$ cat config.mk
export PLATFORM = sky130hd
export DESIGN_NAME = pkt_pio_seq
export DESIGN_NICKNAME = d
export VERILOG_FILES = /design/src/rtl/pio_seq_pkg.sv /design/src/rtl/pio_seq_datapath.sv /design/src/rtl/pio_seq_ctrl.sv /design/src/rtl/pkt_pio_seq.sv
export SDC_FILE = /design/constraint.sdc
export NUM_CORES = 1
export LEC_CHECK = 0
export CAP_MARGIN = 0
export CORE_MARGIN = 4
export CORE_UTILIZATION = 50
export DETAILED_ROUTE_END_ITERATION = 10
export PLACE_DENSITY = 0.69
export SETUP_SLACK_MARGIN = 0.15
export SYNTH_ARGS = -nofsm -noshare
export SYNTH_HDL_FRONTEND = slang
export SYNTH_HIERARCHICAL = 1
export SYNTH_SLANG_ARGS = --single-unit
$ cat constraint.sdc
create_clock -name clk -period 10 [get_ports clk]
set_clock_uncertainty 0.2 [all_clocks]
set_input_delay 1.5 -clock clk [delete_from_list [all_inputs] [get_ports clk]]
set_output_delay 1.5 -clock clk [all_outputs]
set_load 0.05 [all_outputs]
$ cat src/rtl/pio_seq_pkg.sv
package pio_seq_pkg;
  localparam logic [2:0] ADDR_LIM_LO = 3'd4;
  localparam logic [2:0] ADDR_LIM_HI = 3'd5;
  localparam logic [2:0] ADDR_DEVSEL = 3'd6;
  localparam logic [2:0] ADDR_CMDSTAT = 3'd7;

  typedef enum logic [2:0] {
    S_IDLE,
    S_CMDBSY,
    S_PKT,
    S_SETTLE,
    S_XFER
  } seqState_t;

  // strobes from control to datapath
  typedef struct packed {
    logic clrPkt;
    logic capPkt;
    logic startXfer;
    logic startBurst;
    logic popWord;
  } dpCtrl_t;
endpackage

$ cat src/rtl/pio_seq_datapath.sv
module pio_seq_datapath
  import pio_seq_pkg::*;
#(
  parameter int unsigned BLOCK_BYTES = 2048,
  parameter logic [7:0]  OP_READ     = 8'h28
) (
  input  logic        clk,
  input  logic        rst_n,
  input  dpCtrl_t     ctl,
  input  logic        tfWrEn,
  input  logic [2:0]  tfAddr,
  input  logic [7:0]  tfData,
  input  logic [15:0] pktWord,
  input  logic        inXfer,
  output logic        pktLast,
  output logic        opOk,
  output logic        remZero,
  output logic        burstLast,
  output logic        devSel1,
  output logic [7:0]  devRd,
  output logic [15:0] limitRd,
  output logic [15:0] burstBytes,
  output logic [15:0] dataWord
);
  localparam int unsigned WPB    = BLOCK_BYTES / 2;
  localparam int unsigned WB_W   = $clog2(WPB);
  localparam int unsigned BLK_SH = $clog2(BLOCK_BYTES);
  localparam int unsigned CNT_W  = 16;
  localparam int unsigned LBA_W  = 32;
  localparam int unsigned REM_W  = CNT_W + BLK_SH;

  logic [15:0]      limitReg;
  logic [7:0]       devReg;
  logic [2:0]       pktIdx;
  logic [7:0]       opcode;
  logic [LBA_W-1:0] lba;
  logic [CNT_W-1:0] blkCnt;
  logic [REM_W-1:0] remBytes;
  logic [14:0]      wordsLeft;
  logic [LBA_W-1:0] blkAddr;
  logic [WB_W-1:0]  wordInBlk;
  logic [15:0]      limEff;
  logic [15:0]      burstNow;
  logic [LBA_W+WB_W-1:0] globalIdx;

  always_comb begin
    limEff = (limitReg < 16'd2) ? 16'd2 : {limitReg[15:1], 1'b0};
    if (remBytes < REM_W'(limEff)) burstNow = remBytes[15:0];
    else                           burstNow = limEff;
  end

  always_ff @(posedge clk or negedge rst_n) begin
    if (!rst_n) begin
      limitReg   <= '0;
      devReg     <= '0;
      pktIdx     <= '0;
      opcode     <= '0;
      lba        <= '0;
      blkCnt     <= '0;
      remBytes   <= '0;
      burstBytes <= '0;
      wordsLeft  <= '0;
      blkAddr    <= '0;
      wordInBlk  <= '0;
    end else begin
      if (tfWrEn) begin
        case (tfAddr)
          ADDR_LIM_LO: limitReg[7:0]  <= tfData;
          ADDR_LIM_HI: limitReg[15:8] <= tfData;
          ADDR_DEVSEL: devReg         <= tfData;
          default: ;
        endcase
      end
      if (ctl.clrPkt) begin
        pktIdx <= '0;
      end else if (ctl.capPkt) begin
        pktIdx <= pktIdx + 3'd1;
        case (pktIdx)
          3'd0: opcode       <= pktWord[7:0];
          3'd1: lba[31:16]   <= {pktWord[7:0], pktWord[15:8]};
          3'd2: lba[15:0]    <= {pktWord[7:0], pktWord[15:8]};
          3'd3: blkCnt[15:8] <= pktWord[15:8];
          3'd4: blkCnt[7:0]  <= pktWord[7:0];
          default: ;
        endcase
      end
      if (ctl.startXfer) begin
        remBytes  <= {blkCnt, BLK_SH'(0)};
        blkAddr   <= lba;
        wordInBlk <= '0;
      end else if (ctl.startBurst) begin
        burstBytes <= burstNow;
        wordsLeft  <= burstNow[15:1];
        remBytes   <= remBytes - REM_W'(burstNow);
      end else if (ctl.popWord) begin
        wordsLeft <= wordsLeft - 15'd1;
        if (wordInBlk == WB_W'(WPB - 1)) begin
          wordInBlk <= '0;
          blkAddr   <= blkAddr + 1'b1;
        end else begin
          wordInBlk <= wordInBlk + 1'b1;
        end
      end
    end
  end

  assign globalIdx = {blkAddr, wordInBlk};
  assign pktLast   = (pktIdx == 3'd5);
  assign opOk      = (opcode == OP_READ);
  assign remZero   = (remBytes == '0);
  assign burstLast = (wordsLeft == 15'd1);
  assign devSel1   = devReg[4];
  assign devRd     = devReg;
  assign limitRd   = inXfer ? burstBytes : limitReg;
  assign dataWord  = inXfer ? globalIdx[15:0] : 16'h0000;
endmodule

$ cat src/rtl/pio_seq_ctrl.sv
module pio_seq_ctrl
  import pio_seq_pkg::*;
#(
  parameter int unsigned BUSY_CYC   = 2,
  parameter logic [7:0]  CMD_PACKET = 8'hA0
) (
  input  logic       clk,
  input  logic       rst_n,
  input  logic       cmdWr,
  input  logic [7:0] cmdByte,
  input  logic       devSel1,
  input  logic       statusRd,
  input  logic       dataWr,
  input  logic       dataRd,
  input  logic       pktLast,
  input  logic       opOk,
  input  logic       remZero,
  input  logic       burstLast,
  output dpCtrl_t    ctl,
  output logic       bsy,
  output logic       drq,
  output logic       err,
  output logic       irq,
  output logic       inXfer
);
  localparam int unsigned BC_W = $clog2(BUSY_CYC + 1);

  seqState_t       state, nextState;
  logic [BC_W-1:0] busyCnt;
  logic            busyDone;
  logic            accept, setIrq, setErr;

  assign busyDone = (busyCnt == '0);

  always_comb begin
    nextState = state;
    ctl       = '0;
    accept    = 1'b0;
    setIrq    = 1'b0;
    setErr    = 1'b0;
    case (state)
      S_IDLE: begin
        if (cmdWr && cmdByte == CMD_PACKET && !devSel1) begin
          accept     = 1'b1;
          ctl.clrPkt = 1'b1;
          nextState  = S_CMDBSY;
        end
      end
      S_CMDBSY: if (busyDone) nextState = S_PKT;
      S_PKT: begin
        if (dataWr) begin
          ctl.capPkt = 1'b1;
          if (pktLast) begin
            ctl.startXfer = 1'b1;
            nextState     = S_SETTLE;
          end
        end
      end
      S_SETTLE: begin
        if (busyDone) begin
          setIrq = 1'b1;
          if (!opOk) begin
            setErr    = 1'b1;
            nextState = S_IDLE;
          end else if (remZero) begin
            nextState = S_IDLE;
          end else begin
            ctl.startBurst = 1'b1;
            nextState      = S_XFER;
          end
        end
      end
      S_XFER: begin
        if (dataRd) begin
          ctl.popWord = 1'b1;
          if (burstLast) nextState = S_SETTLE;
        end
      end
      default: nextState = S_IDLE;
    endcase
  end

  always_ff @(posedge clk or negedge rst_n) begin
    if (!rst_n) begin
      state   <= S_IDLE;
      busyCnt <= '0;
      irq     <= 1'b0;
      err     <= 1'b0;
    end else begin
      state <= nextState;
      if (nextState != state && (nextState == S_CMDBSY || nextState == S_SETTLE))
        busyCnt <= BC_W'(BUSY_CYC - 1);
      else if (!busyDone)
        busyCnt <= busyCnt - 1'b1;
      if (setIrq)                  irq <= 1'b1;
      else if (statusRd || accept) irq <= 1'b0;
      if (accept)      err <= 1'b0;
      else if (setErr) err <= 1'b1;
    end
  end

  assign bsy    = (state == S_CMDBSY) || (state == S_SETTLE);
  assign drq    = (state == S_PKT) || (state == S_XFER);
  assign inXfer = (state == S_XFER);
endmodule

$ cat src/rtl/pkt_pio_seq.sv
module pkt_pio_seq
  import pio_seq_pkg::*;
#(
  parameter int unsigned BLOCK_BYTES = 2048,
  parameter int unsigned BUSY_CYC    = 2,
  parameter logic [7:0]  CMD_PACKET  = 8'hA0,
  parameter logic [7:0]  OP_READ     = 8'h28
) (
  input  logic        clk,
  input  logic        rst_n,
  input  logic        regWrEn,
  input  logic        regRdEn,
  input  logic [2:0]  regAddr,
  input  logic [7:0]  regWrData,
  output logic [7:0]  regRdData,
  input  logic        dataWrEn,
  input  logic [15:0] dataWrData,
  input  logic        dataRdEn,
  output logic [15:0] dataRdData,
  output logic        irq
);
  dpCtrl_t     ctl;
  logic        stBsy, stDrq, stErr, inXfer;
  logic        pktLast, opOk, remZero, burstLast, devSel1;
  logic [7:0]  devRd;
  logic [15:0] limitRd, burstBytes;
  logic        statusRd, cmdWr;

  assign statusRd = regRdEn && (regAddr == ADDR_CMDSTAT);
  assign cmdWr    = regWrEn && (regAddr == ADDR_CMDSTAT);

  pio_seq_ctrl #(.BUSY_CYC(BUSY_CYC), .CMD_PACKET(CMD_PACKET)) u_ctrl (
    .clk(clk), .rst_n(rst_n), .cmdWr(cmdWr), .cmdByte(regWrData),
    .devSel1(devSel1), .statusRd(statusRd), .dataWr(dataWrEn),
    .dataRd(dataRdEn), .pktLast(pktLast), .opOk(opOk), .remZero(remZero),
    .burstLast(burstLast), .ctl(ctl), .bsy(stBsy), .drq(stDrq),
    .err(stErr), .irq(irq), .inXfer(inXfer)
  );

  pio_seq_datapath #(.BLOCK_BYTES(BLOCK_BYTES), .OP_READ(OP_READ)) u_dp (
    .clk(clk), .rst_n(rst_n), .ctl(ctl), .tfWrEn(regWrEn),
    .tfAddr(regAddr), .tfData(regWrData), .pktWord(dataWrData),
    .inXfer(inXfer), .pktLast(pktLast), .opOk(opOk), .remZero(remZero),
    .burstLast(burstLast), .devSel1(devSel1), .devRd(devRd),
    .limitRd(limitRd), .burstBytes(burstBytes), .dataWord(dataRdData)
  );

  always_comb begin
    case (regAddr)
      ADDR_LIM_LO:  regRdData = limitRd[7:0];
      ADDR_LIM_HI:  regRdData = limitRd[15:8];
      ADDR_DEVSEL:  regRdData = devRd;
      ADDR_CMDSTAT: regRdData = {stBsy, 1'b1, 1'b0, 1'b0, stDrq, 2'b00, stErr};
      default:      regRdData = 8'h00;
    endcase
  end
endmodule

-- Word-level counts from Yosys, hierarchy flattened
Index checks and enable logic that the tools add are counted.
Widths: inputs -> output; s select.
- register bits after elaboration: 190
- bits in latches: 0
- bits in writable memories: 0
- bits in read-only memories: 0
- input bits: 33
- output and inout bits: 25
- word-level logic and storage cells: 134
- memories: 0
- $add $sub $neg: 6
- $mul: 0
- divide/modulo/power cells: 0
- $lt $le $gt $ge: 2
- equal/unequal tests: 22
- shift-type cells: 0
- muxes and demuxes: 51
- bitwise gates (word level): 2
- reduce and logical (&&, ||, !) cells: 33
- operator list (operator ; number):
    $mux 32 ; 4
    $mux 16 ; 4
    $mux 27 ; 2
    $mux 10 ; 4
    $mux 3 ; 11
    $add 32x1->32 const B ; 1
    $pmux 8 s4 ; 1
    $mux 15 ; 2
    $logic_not 27->1 ; 1
    $lt 27x16->1 ; 1
    $sub 27x16->27 ; 1
    $eq 3x3->1 const B ; 7
    $mux 1 ; 18
    $reduce_and 3->1 ; 6
    $lt 16x2->1 const B ; 1
    $eq 15x1->1 const B ; 1
    $eq 3x2->1 const B ; 5
    $pmux 3 s5 ; 1
    $sub 15x1->15 const B ; 1
    $reduce_bool 2->1 ; 7
    $reduce_and 2->1 ; 6
    $add 10x1->10 const B ; 1
    $eq 10x10->1 const B ; 1
    $eq 3x1->1 const B ; 3
    other kinds (14) ; 26

-- Logic depth before layout (Yosys ltp)
- word-level depth: 10
- gate-level depth with buffers: 17
- gate-level depth less buffers: 15

-- Hierarchy
The synthesis kept the hierarchy.
- modules (own cells, without submodules) (module ; times used ; cells an instance ; area an instance (µm²) ; seq. area each (µm²)):
    pio_seq_datapath ; 1 ; 824 ; 7773.7 ; 3278.1
    pio_seq_ctrl ; 1 ; 47 ; 499.2 ; 175.2
    pkt_pio_seq ; 1 ; 34 ; 275.3 ; 0.0

-- Least setup slack after synthesis
Ideal clock, no wire load.
- kind: reg-to-reg
- start: register u_dp.remBytes[8]
- end: register u_dp.remBytes[24]
- library setup time: 0.082 ns
- data arrival time: 4.233 ns
- required time: 9.718 ns
- path slack: 5.485 ns
- cell stages (with the launch flop): 16
- path buffers: 1
- clock period less this slack: 4.515 ns
- cell sequence: dfrtp_1 -> ha_1 -> a211oi_1 -> o22ai_1 -> a2111oi_2 -> a21oi_1 -> clkbuf_1 -> nor2_1 -> a21oi_1 -> ha_1 -> a21o_1 -> a21o_1 -> a221oi_1 -> o211ai_1 -> or3_1 -> a31oi_1
- cells in the longest elaborated chain, start to end: 6
- elaborated cells between the ends (all ways): 11
- those cells by class: add/sub (1); order compare (1); mux (7); reduce/logical (2)
- RTL lines (what ; line ; source):
    start, declared ; pio_seq_datapath.sv:38 ; logic [REM_W-1:0] remBytes;
    start signal, assigned ; pio_seq_datapath.sv:88 ; remBytes <= {blkCnt, BLK_SH'(0)};
    start signal, assigned ; pio_seq_datapath.sv:94 ; remBytes <= remBytes - REM_W'(burstNow);
    branches (longest 6 deep; another with $lt 27x16->1) ; - ;
Several ways; the timed one is not identified. The select of a mux whose other input is x is not followed.
A chain may end at the register's enable or synchronous reset.

-- Final worst setup path
- start: input port regAddr[0]
- end: output port regRdData[5]
- cells in the longest elaborated chain, start to end: 2
- elaborated cells between the ends (all ways): 5
- those cells by class: eq/ne (4); mux (1)
- RTL lines (what ; line ; source):
    start, declared ; pkt_pio_seq.sv:13 ; input logic [2:0] regAddr,
    $eq 3x3->1 ; pkt_pio_seq.sv:49 ; case (regAddr)
    $pmux 8 s4 (*) ; pkt_pio_seq.sv:49 ;
    end, declared ; pkt_pio_seq.sv:15 ; output logic [7:0] regRdData,
Mark *: on every way between the ends. The rest lies on a longest branch, timed or not.

==> results.cfg <==
[placed_design]
place_inst = 1144
placed_area_sq_um = 9260
gp_congestion = 0.906
dp_slack_ps = 4440
portBuffers = 57
dp_hpwl_um = 15900

[yosys]
syn_area_sq_um = 8550
synth-edff-count = 0
syn-num-nets = 980
ys.flop_type = dfrtp_1
seq_area_frac_synth_pct = 40.4
synth-async-reset-ratio_pct = 100
ys_ff_latch = 138
synthCells = 905
synth_area_per_cell_sq_um = 9.45
yosysUniqueCellTypes = 82
ys.warnings.count = 6

[drt]
met1Wirelength_um = 10400
firstDrtPassIters = 5
drt_iter0_drc = 631
dr.max_layer_used = met5
drc = 0
via_count = 7200
ant_nets = 0
vias_per_cell = 6.13
wl_per_cell_um = 19.1
wl_met2_um = 10100
route.met3.wl_um = 1350
totalWireLength_um = 22400

[pwr]
seqPwrFrac_pct = 37.0
p_sw_share_pct = 37.3
power.total_mw = 2.36
pwr-share-comb_pct = 36.2
peakVddDrop_mv = 0.138
internal-power_mw = 1.48
power.share.clock_pct = 26.8
switching_power_mw = 0.881
total_leakage_power_nw = 4.14
power_density_nw_per_um2 = 240

[floorplan]
num_rows = 47
die_area_sq_um = 19300
core_area_sq_um = 16600
start_util_pct = 51.4
die_h_um = 139
die_x_um = 139
num_io_pins = 58

[worst_hold_path]
min-delay-path-class = flip-flop to flip-flop

[cts]
clk_latency_ps = 420
clockRootBuffer = clkbuf_16
clk_pin_slew_ps = 60
cts_buffer_depth = 2
cts_tree = done
htree_levels = 4
cts_made_buffers = 17
post_cts_resized = 0
clock_sinks = 138
post-cts-setup-buffer-count = 0
cts_hold_buf = 0

[setup_path]
critPathLaunchType = input pin
cpMostUsedCell = clkdlybuf4s50_1
critPathCapture = regRdData[5]
crit_slowest_cell = clkdlybuf4s50_1
r2r_start = u_dp/remBytes[8]
r2r-end = u_dp/remBytes[24]
critPathMaxStageDelay_ps = 1050
reg2regPathDepth = 14
reg2reg_slack_ps = 4620
worstPathRequired_ps = 8300
cp-end-kind = output pin
worst-setup-path-type = input pin to output pin
critPathMaxFanout = 20
crit_chain = clkdlybuf4s50_1 > mux2i_1 > o21ai_0 > and2_1 > clkdlybuf4s50_1
arrival_ps = 3860
critPathBufInv = 2
cp.depth = 5
critPathTopFamily = buffers and inverters
startpoint = regAddr[0]

[timing]
setup_viol = 0
grt_setup_unrepaired = no
setup_tns_ps = 0
whs_ps = 278
hold_violations = 0
finalCriticalPeriod_ps = 5560
slew_headroom_pct = 18.6
worst_pin_slew_ps = 1210
report.final.slew_viol_count = 0
max_freq_mhz = 180
fin_crit_sh_pct = 55.6
post-route-worst-setup-slack_ps = 4440

[finish]
area_growth_pct = 15.1
drive_gt1_share_pct = 11.3
fillers = 1457
diodes = 0
seq_area_sq_um = 3450
nNetsFinal = 1018
finish.instance_area_sq_um = 9840
multiInputGateArea_sq_um = 4790
final_cells = 1174
finish.utilization_pct = 59.1

[grt]
grt_pass1_wl_um = 37400
grt_pass1_vias = 7051
grt_use_total_pct = 23.7
grt_start_max_net_pins = 74
grt_antenna_before_repair = 1
grt.overflow.total = 0

[job]
maxCapViolations = 0

[run_status]
status = complete, no violations
## power by group through the flow
stage / Sequential [mW] / Combinational [mW] / Clock [mW]
5_1_grt: 0.893 / 0.957 / 0.673
2_1_floorplan: 0.822 / 0.655 / 0
3_3_place_gp: 0.870 / 0.821 / 0
4_1_cts: 0.867 / 0.849 / 0.643
3_5_place_dp: 0.875 / 0.845 / 0
6_report: 0.872 / 0.854 / 0.633
## synthesized netlist by cell type (all sizes together) (13+ instances only)
library cell | n | share of area [%]
nor3 | 33 | 2.1
and2 | 33 | 2.4
clkbuf | 34 | 1.5
nand2 | 68 | 3.0
xor2 | 18 | 1.8
a31oi | 18 | 1.3
o211ai | 13 | 1.1
nor4 | 14 | 1.0
nor2 | 72 | 3.2
dfrtp | 138 | 40
o21ai | 71 | 4.2
mux2 | 53 | 7.0
a21oi | 40 | 2.3
nand3 | 31 | 1.8
inv | 30 | 1.3
ha | 41 | 6.0
mux2i | 20 | 2.3
## kinds of logic after synthesis
group,share of synthesized area [%]
XOR/XNOR,2.97
buffers and inverters,3.75
multiplexers,9.37
AO/OA/AOI/OAI,17.2
adder cells (fa/ha/maj),6.24
other,0.0439
AND/OR/NAND/NOR,20.1
flip-flops,40.4
## how the worst min path moves through the flow
| stage | end | depth (start not counted) | start | slack (ps) |
|---|---|---|---|---|
| floorplan | u_dp/burstBytes[0] | 2 | u_dp/burstBytes[0] | 240 |
| global placement | u_dp/remBytes[18] | 2 | u_dp/blkCnt[7] | 260 |
| detailed placement | u_dp/remBytes[19] | 2 | u_dp/blkCnt[8] | 270 |
| CTS | u_dp/remBytes[19] | 2 | u_dp/blkCnt[8] | 280 |
| global route | u_dp/blkAddr[1] | 2 | u_dp/lba[1] | 310 |
| finish | u_dp/remBytes[18] | 2 | u_dp/blkCnt[7] | 280 |
## flip-flops by register name (all words and copies together) (netlist names)
| register | count |
|---|---|
| u_ctrl/busyCnt | 2 |
| u_ctrl/err | 1 |
| u_ctrl/irq | 1 |
| u_ctrl/state | 3 |
| u_dp/blkAddr | 6 |
| u_dp/blkCnt | 16 |
| u_dp/burstBytes | 16 |
| u_dp/devRd | 8 |
| u_dp/lba | 6 |
| u_dp/limitReg | 16 |
| u_dp/opcode | 8 |
| u_dp/pktIdx | 3 |
| u_dp/remBytes | 27 |
| u_dp/wordInBlk | 10 |
| u_dp/wordsLeft | 15 |
## layer usage
layer / vias up / GRT usage [%]
met3: 52 / 5.59
met1: 3530 / 33.7
li1: 3408 / -
met2: 208 / 36.1
met5: - / 0
met4: 2 / 7.72
## layout by cell type, fill, tap and decap left out, drive strengths merged, types with 8 or more instances in the layout
cell type      count
o21ai             71
a211oi            10
dfrtp            138
clkdlybuf4s50     56
xor2              18
o22ai              9
xnor2             11
o211ai            13
nor4              14
a21oi             40
a31oi             18
nand3             31
clkbuf            18
a21o               9
nand2             68
nand2b             8
a221o             10
inv               31
mux2i             20
or3               12
ha                41
nor3              33
nand4             11
and2              33
buf                8
o21a              10
nor2              72
and4               8
mux2              53
## final cells by class
| class | count | area share, % |
|---|---|---|
| Timing Repair Buffer | 64 | 6.35 |
| Sequential cell | 138 | 35.1 |
| Multi-Input combinational cell | 692 | 48.7 |
| Clock inverter | 12 | 1.54 |
| Clock buffer | 18 | 4.36 |
| Inverter | 30 | 1.14 |
| Tap cell | 220 | 2.80 |
## tightest hold or removal path, cell delays in order, from the launching register on
cell and delay, ps:
dfrtp_1 340, nand2_1 50, o21ai_0 50
Power figures use the tool's default switching activity.
